[src/rtl/evt_status_pkg.sv]
package evt_status_pkg;
  localparam int unsigned EVT_W       = 8;
  localparam int unsigned ERR_W       = 8;
  localparam int unsigned ERR_EVT_BIT = 4;

  typedef enum logic [ERR_W-1:0] {
    ERR_NONE      = 8'd0,
    ERR_ENABLE    = 8'd100,
    ERR_NUMERIC   = 8'd101,
    ERR_INTERRUPT = 8'd102,
    ERR_RECALL    = 8'd103,
    ERR_ACCESS    = 8'd200
  } err_code_e;

  function automatic logic err_code_known(logic [ERR_W-1:0] c);
    return (c == ERR_ENABLE)    || (c == ERR_NUMERIC) ||
           (c == ERR_INTERRUPT) || (c == ERR_RECALL)  ||
           (c == ERR_ACCESS);
  endfunction
endpackage

[src/rtl/evt_mask_reg.sv]
module evt_mask_reg #(
  parameter int unsigned W = 8
) (
  input  logic         clk_i,
  input  logic         rst_ni,
  input  logic         we_i,
  input  logic [W-1:0] wdata_i,
  output logic [W-1:0] q_o
);
  always_ff @(posedge clk_i or negedge rst_ni) begin
    if (!rst_ni)   q_o <= '0;
    else if (we_i) q_o <= wdata_i;
  end


  mask_load_chk: assert property (@(posedge clk_i) disable iff (!rst_ni)
    we_i |=> q_o == $past(wdata_i));


  mask_hold_chk: assert property (@(posedge clk_i) disable iff (!rst_ni)
    !we_i |=> $stable(q_o));
endmodule

[src/rtl/evt_flag_reg.sv]
module evt_flag_reg #(
  parameter int unsigned W = 8
) (
  input  logic         clk_i,
  input  logic         rst_ni,
  input  logic [W-1:0] set_i,
  input  logic         rd_i,
  output logic [W-1:0] q_o
);
  logic [W-1:0] q_d;

  // new sets win over the read-clear
  always_comb q_d = (rd_i ? '0 : q_o) | set_i;

  always_ff @(posedge clk_i or negedge rst_ni) begin
    if (!rst_ni) q_o <= '0;
    else         q_o <= q_d;
  end


  flag_sticky_chk: assert property (@(posedge clk_i) disable iff (!rst_ni)
    !rd_i |=> (q_o & $past(q_o)) == $past(q_o));


  flag_set_kept_chk: assert property (@(posedge clk_i) disable iff (!rst_ni)
    (|set_i) |=> (q_o & $past(set_i)) == $past(set_i));


  flag_clear_chk: assert property (@(posedge clk_i) disable iff (!rst_ni)
    (rd_i && set_i == '0) |=> q_o == '0);
endmodule

[src/rtl/err_code_reg.sv]
module err_code_reg
  import evt_status_pkg::*;
(
  input  logic             clk_i,
  input  logic             rst_ni,
  input  logic             rep_valid_i,
  input  logic [ERR_W-1:0] rep_code_i,
  input  logic             rd_i,
  output logic [ERR_W-1:0] code_o,
  output logic             accept_o
);
  always_comb accept_o = rep_valid_i && err_code_known(rep_code_i);

  always_ff @(posedge clk_i or negedge rst_ni) begin
    if (!rst_ni)       code_o <= ERR_NONE;
    else if (accept_o) code_o <= rep_code_i;
    else if (rd_i)     code_o <= ERR_NONE;
  end


  err_ignore_chk: assert property (@(posedge clk_i) disable iff (!rst_ni)
    (rep_valid_i && !err_code_known(rep_code_i) && !rd_i) |=> $stable(code_o));


  err_rdclr_chk: assert property (@(posedge clk_i) disable iff (!rst_ni)
    (rd_i && !rep_valid_i) |=> code_o == ERR_NONE);


  err_legal_chk: assert property (@(posedge clk_i) disable iff (!rst_ni)
    code_o == ERR_NONE || err_code_known(code_o));
endmodule

[src/rtl/evt_status_unit.sv]
module evt_status_unit
  import evt_status_pkg::*;
(
  input  logic             clk_i,
  input  logic             rst_ni,
  input  logic [EVT_W-1:0] evt_set_i,
  input  logic             evt_rd_i,
  output logic [EVT_W-1:0] evt_rdata_o,
  input  logic             mask_we_i,
  input  logic [EVT_W-1:0] mask_wdata_i,
  output logic [EVT_W-1:0] mask_o,
  input  logic             err_valid_i,
  input  logic [ERR_W-1:0] err_code_i,
  input  logic             err_rd_i,
  output logic [ERR_W-1:0] err_rdata_o,
  output logic             summary_o
);
  logic             err_accept;
  logic [EVT_W-1:0] evt_set_all;

  err_code_reg u_err (
    .clk_i      (clk_i),
    .rst_ni     (rst_ni),
    .rep_valid_i(err_valid_i),
    .rep_code_i (err_code_i),
    .rd_i       (err_rd_i),
    .code_o     (err_rdata_o),
    .accept_o   (err_accept)
  );

  always_comb begin
    evt_set_all = evt_set_i;
    evt_set_all[ERR_EVT_BIT] = evt_set_i[ERR_EVT_BIT] | err_accept;
  end

  evt_flag_reg #(.W(EVT_W)) u_flags (
    .clk_i (clk_i),
    .rst_ni(rst_ni),
    .set_i (evt_set_all),
    .rd_i  (evt_rd_i),
    .q_o   (evt_rdata_o)
  );

  evt_mask_reg #(.W(EVT_W)) u_mask (
    .clk_i  (clk_i),
    .rst_ni (rst_ni),
    .we_i   (mask_we_i),
    .wdata_i(mask_wdata_i),
    .q_o    (mask_o)
  );

  always_comb summary_o = |(evt_rdata_o & mask_o);


  err_sets_bit_chk: assert property (@(posedge clk_i) disable iff (!rst_ni)
    (err_valid_i && err_code_known(err_code_i)) |=> evt_rdata_o[ERR_EVT_BIT]);


  summary_rise_chk: assert property (@(posedge clk_i) disable iff (!rst_ni)
    ((evt_set_i & mask_o) != '0 && !mask_we_i) |=> summary_o);
endmodule

[config.mk]
export PLATFORM = sky130hd
export DESIGN_NAME = evt_status_unit
export DESIGN_NICKNAME = d
export VERILOG_FILES = /design/src/rtl/evt_status_pkg.sv /design/src/rtl/evt_mask_reg.sv /design/src/rtl/evt_flag_reg.sv /design/src/rtl/err_code_reg.sv /design/src/rtl/evt_status_unit.sv
export SDC_FILE = /design/constraint.sdc
export NUM_CORES = 1
export LEC_CHECK = 0
export BUFFER_PORTS_ARGS = -buffer_cell sky130_fd_sc_hd__buf_2
export CORE_ASPECT_RATIO = 0.9
export CORE_UTILIZATION = 39
export DETAILED_ROUTE_END_ITERATION = 16
export PLACE_DENSITY = 0.8
export SKIP_CTS_REPAIR_TIMING = 1
export SLEW_MARGIN = 20
export SYNTH_ARGS = -nofsm -noshare
export SYNTH_HDL_FRONTEND = slang
export SYNTH_SLANG_ARGS = --single-unit
[constraint.sdc]
create_clock -name clk_i -period 0.8 [get_ports clk_i]
set_input_delay 0.08 -clock clk_i [delete_from_list [all_inputs] [get_ports clk_i]]
set_output_delay 0.08 -clock clk_i [all_outputs]
set_load 0.005 [all_outputs]
Word-level counts from Yosys, hierarchy flattened
Index checks and enable logic that the tools add are counted.

storage, ports and cells
  flip-flop bits (word level) = 24
  bits in latches = 0
  RAM bits = 0
  memory bits (read-only) = 0
  input bits = 30
  word-level logic and storage cells = 21
  memories = 0

cells by class
  add/subtract/negate cells = 0
  $mul = 0
  divide/modulo/power cells = 0
  magnitude comparators = 0
  equality and inequality tests = 5
  shifts and indexed selects = 0
  mux-type cells = 3
  bitwise gates (word level) = 3
  reduce and logical (&&, ||, !) cells = 7

operator list
  operator            number
  $eq 8x7->1 const B  4
  $mux 8              3
  $and 8x8->8         1
  $eq 8x8->1 const B  1
  $or 8x8->8          1
  $reduce_or 8->1     1
  $logic_or 1x1->1    4
  $reduce_bool 2->1   1
  $logic_and 1x1->1   1
  $or 1x1->1          1

Depth between registers and ports, before layout
  word-level depth = 8
  gate-level depth with buffers = 4
  gate-level depth less buffers = 3

Modules after synthesis
Synthesis repeated with hierarchy kept, for this count alone.

second synthesis, totals
  cell total of the unflattened synthesis = 81
  area total of the unflattened synthesis = 1066.0 µm²

by module, submodules not included
  module           times used  cells each  area an instance (µm²)
  err_code_reg     1           41          427.9
  evt_mask_reg     1           17          331.6
  evt_flag_reg     1           17          264.0
  evt_status_unit  1           6           42.5

Least setup slack after synthesis
Ideal clock, no wire load.

  kind = input to register
  start = input err_code_i[1]
  end = register u_err.code_o[2]
  library setup time = 0.131 ns
  data arrival time = 0.907 ns
  data required time = 0.669 ns
  path slack = -0.238 ns
  stages = 3
  buffers on the path = 0
  path through = or4b_4 -> nor3_4 -> o21ai_0

on the way
  word-level cells in the longest chain between the ends = 7
  elaborated cells on any way between the ends = 12
  classes of those cells = eq/ne (5); mux (1); reduce/logical (6)

ends and longest elaborated chain
  what                                         line                   source
  start: declaration                           evt_status_unit.sv:13  input logic [ERR_W-1:0] err_code_i,
  $eq 8x7->1                                   evt_status_pkg.sv:16   return (c == ERR_ENABLE) || (c == ERR_NUMERIC) ||
  $logic_or 1x1->1 (2 in a row)                evt_status_pkg.sv:16
  $logic_or 1x1->1                             evt_status_pkg.sv:17   (c == ERR_INTERRUPT) || (c == ERR_RECALL) ||
  $logic_or 1x1->1 (*)                         evt_status_pkg.sv:17
  $logic_and 1x1->1 (*)                        err_code_reg.sv:12     always_comb accept_o = rep_valid_i && err_code_known(rep_code_i);
  $mux 8 or $reduce_bool 2->1 (tied branches)  --
  end signal: assignment                       err_code_reg.sv:16     else if (accept_o) code_o <= rep_code_i;
  end: declaration                             err_code_reg.sv:9      output logic [ERR_W-1:0] code_o,

Mark *: on every way between the ends. The rest lies on a longest branch, timed or not.
A chain may end at the register's enable or synchronous reset.

Worst setup path in the final report
  start = register u_mask.q_o[1]
  end = output summary_o

on the way
  word-level cells in the longest chain between the ends = 2

ends and longest elaborated chain
  what                      line                   source
  start: declaration        evt_mask_reg.sv:8      output logic [W-1:0] q_o
  start signal: assignment  evt_mask_reg.sv:12     else if (we_i) q_o <= wdata_i;
  $and 8x8->8               evt_status_unit.sv:52  always_comb summary_o = |(evt_rdata_o & mask_o);
  $reduce_or 8->1           evt_status_unit.sv:52
  end: declaration          evt_status_unit.sv:16  output logic summary_o

No other way between the ends.

==> impl_metrics.tcl <==
set metrics [dict create \
    yosysSeqAreaShare_pct 59.48 \
    drt_wl_total_um 3032 \
    maxSlewViolCount 0 \
    num_io_pins 55 \
    fmax_mhz 746.4 \
    dp.cells 169 \
    placementRows 17 \
    r2r_start "u_mask.q_o[1]" \
    slowest_delay_ps 440 \
    crit_type "flop to primary output" \
    fin_crit_sh_pct 167.5 \
    layout_common_cells "buf_2, dfrtp_1, dlygate4sd3_1, buf_4, buf_6" \
    synth_cell_type_count 23 \
    nNetsFinal 203 \
    firstDrtPassIters 4 \
    clock_latency_ps 310 \
    synth.cell_area_um2 1010 \
    routed_via_density 5.010 \
    grt.overflow.total 0 \
    crit_fanout 3 \
    dieArea_um2 2797 \
    critPathBufInv 1 \
    cts-root-buf "clkbuf_4" \
    hold_path_class "input port to flop" \
    slew_headroom_pct 64.49 \
    whs_path_depth 3 \
    placed_area_um2 1383 \
    r2r_end "u_mask.q_o[1]" \
    vias 1002 \
    io_buffers 54 \
    failed_checks "negative setup slack" \
    skew_ps 0 \
    cts_sinks 24 \
    syn-num-nets 109 \
    grt_max_degree 25 \
    critPathTopFamily "flip-flops" \
    fp.dieH_um 50.27 \
    worst_slack_ps -539.7 \
    r2r_slack_ps -120 \
    drc_errors 0 \
    gp_congestion 0.8491 \
    syn_to_final_growth_pct 75.59 \
    min_from "err_code_i[1]" \
    cpMaxStageDelayCell "dfrtp_1" \
    stdcell_area_um2 1773 \
    path_cells "a22oi_2 -> nand4_1 -> buf_2" \
    holdPathEnd "u_err.code_o[1]" \
    instances_no_fill 200 \
    clockBufferDepth 2 \
    hold_viol 0 \
    setup.worst_path.end_class "primary output" \
    fillerInstances 174 \
    syn_inst 79 \
    grtUsageTotal_pct 18.89 \
    maxCapViolCount 0 \
    core_um2 2446 \
    status "finished, violations left" \
    min_period_ps 1340 \
    required_ps 720 \
    p_leak_nw 0.9167 \
    grt_pass1_wl_um 4002 \
    layout_commonest_cell "buf_2" \
    drt_iter0_drc 41 \
    cp.arrival_ps 1260 \
    cts_tree "yes" \
    ir_worst_vdd_v 0.001137 \
    antenna_cells 0 \
    yosys_warnings 0 \
    ys_ff_latch 24 \
    grt_pass1_vias 923 \
    htree_num_levels 1 \
    power_density_nw_per_um2 1582 \
    tightest_slew_ps 532.6 \
    start_kind "flop" \
    setup_viol 40 \
    drive_gt1_share_pct 55.81 \
    antenna_found_initial 0 \
    ff2ff_path_depth 2 \
    drt.antenna.violating_nets 0 \
    cts_inserted_buffers 3 \
    initial_core_util_pct 41.28 \
    dieWidth_um 55.64 \
    fin_setup_tns_ps -6036 \
    syn_area_per_cell_um2 12.78 \
    wl_per_cell_um 15.16 \
    path_clk_slew_ps 140 \
    rsz0062_at_grt "yes" \
]
-- metal layers --
| layer | vias up | global-route usage (%) | part of all wire, % |
|---|---|---|---|
| li1 | 476 | - | - |
| met1 | 476 | 21.42 | 38 |
| met2 | 50 | 34.34 | 55 |
| met3 | 0 | 6.186 | 6.9 |
| met4 | 0 | 5.000 | 0 |
| met5 | - | 0 | 0 |
-- flip-flops by register name, summed over array words and instances, names as in the netlist --
signal	flops
u_flags.q_o	8
u_mask.q_o	8
u_err.code_o	8
-- Yosys cell counts --
| library cell | number | area [um^2] |
|---|---|---|
| dfrtp_1 | 24 | 600.6 |
| mux2_2 | 8 | 90.09 |
| a21o_1 | 7 | 52.55 |
| nand2_1 | 6 | 22.52 |
| a22oi_1 | 4 | 30.03 |
| nand3_1 | 4 | 20.02 |
| a21oi_1 | 3 | 15.01 |
| a21o_2 | 2 | 17.52 |
| clkbuf_1 | 2 | 7.510 |
| inv_1 | 2 | 7.510 |
| nand3b_1 | 2 | 15.01 |
| nor2b_1 | 2 | 12.51 |
| o211ai_1 | 2 | 15.01 |
| o21ai_0 | 2 | 10.01 |
| a22o_1 | 1 | 8.760 |
| and3b_1 | 1 | 8.760 |
| and4bb_2 | 1 | 12.51 |
| nand4_1 | 1 | 6.260 |
| nor3_4 | 1 | 16.27 |
| o21ai_2 | 1 | 8.760 |
| or2b_1 | 1 | 7.510 |
| or4b_4 | 1 | 13.76 |
| or4bb_1 | 1 | 11.26 |
-- stage by stage --
| stage | utilization, % | worst slack [ps] | hold WS (ps) | power [mW] |
|---|---|---|---|---|
| after CTS | 58.67 | -538.5 | -294.1 | 2.655 |
| after detailed placement | 56.52 | -428.4 | 86.81 | 1.761 |
| after global routing | 72.48 | -607.1 | 45.92 | 2.945 |
| final | 72.48 | -539.7 | 42.31 | 2.804 |
| after global placement | 56.52 | -374.6 | 68.59 | 1.744 |
| after floorplan | - | -238.1 | -215.6 | 1.507 |
-- worst max path at each step --
stage / start / endpoint / slack [ps] / depth (start not counted)
floorplan: err_code_i[1] / u_err.code_o[2] / -240 / 3
global placement: err_code_i[1] / u_err.code_o[2] / -370 / 4
detailed placement: err_code_i[1] / u_err.code_o[1] / -430 / 4
CTS: u_mask.q_o[1] / summary_o / -540 / 3
global route: u_mask.q_o[1] / summary_o / -610 / 3
finish: u_mask.q_o[1] / summary_o / -540 / 3
-- kinds of logic after synthesis --
group / share of synthesized area, %
buffers and inverters: 1.488
muxes: 8.922
and+or+nand+nor: 14.50
DFF: 59.48
AOI/OAI and AO/OA: 15.61
-- where the power goes --
group / internal (mW) / switching [mW]
combinational: 0.355 / 0.207
clock: 0.507 / 0.376
sequential: 1.29 / 0.0696
total: 2.15 / 0.653
-- worst reg2reg max path, stage by stage (launching register included) --
cell	delay (ps)
dfrtp_1	440
buf_4	140
mux2_2	250
-- cell type report --
type	instances	area [um^2]	share of cell area [%]
timing repair buffer	91	653.1	36.84
clock inverter	1	30.03	1.694
sequential	24	600.6	33.87
clock buffer	3	22.52	1.270
inverter	2	7.507	0.4234
tap	28	35.03	1.976
multi-input combinational	51	424.2	23.92
Note: power is estimated with default switching activity, not from simulation.
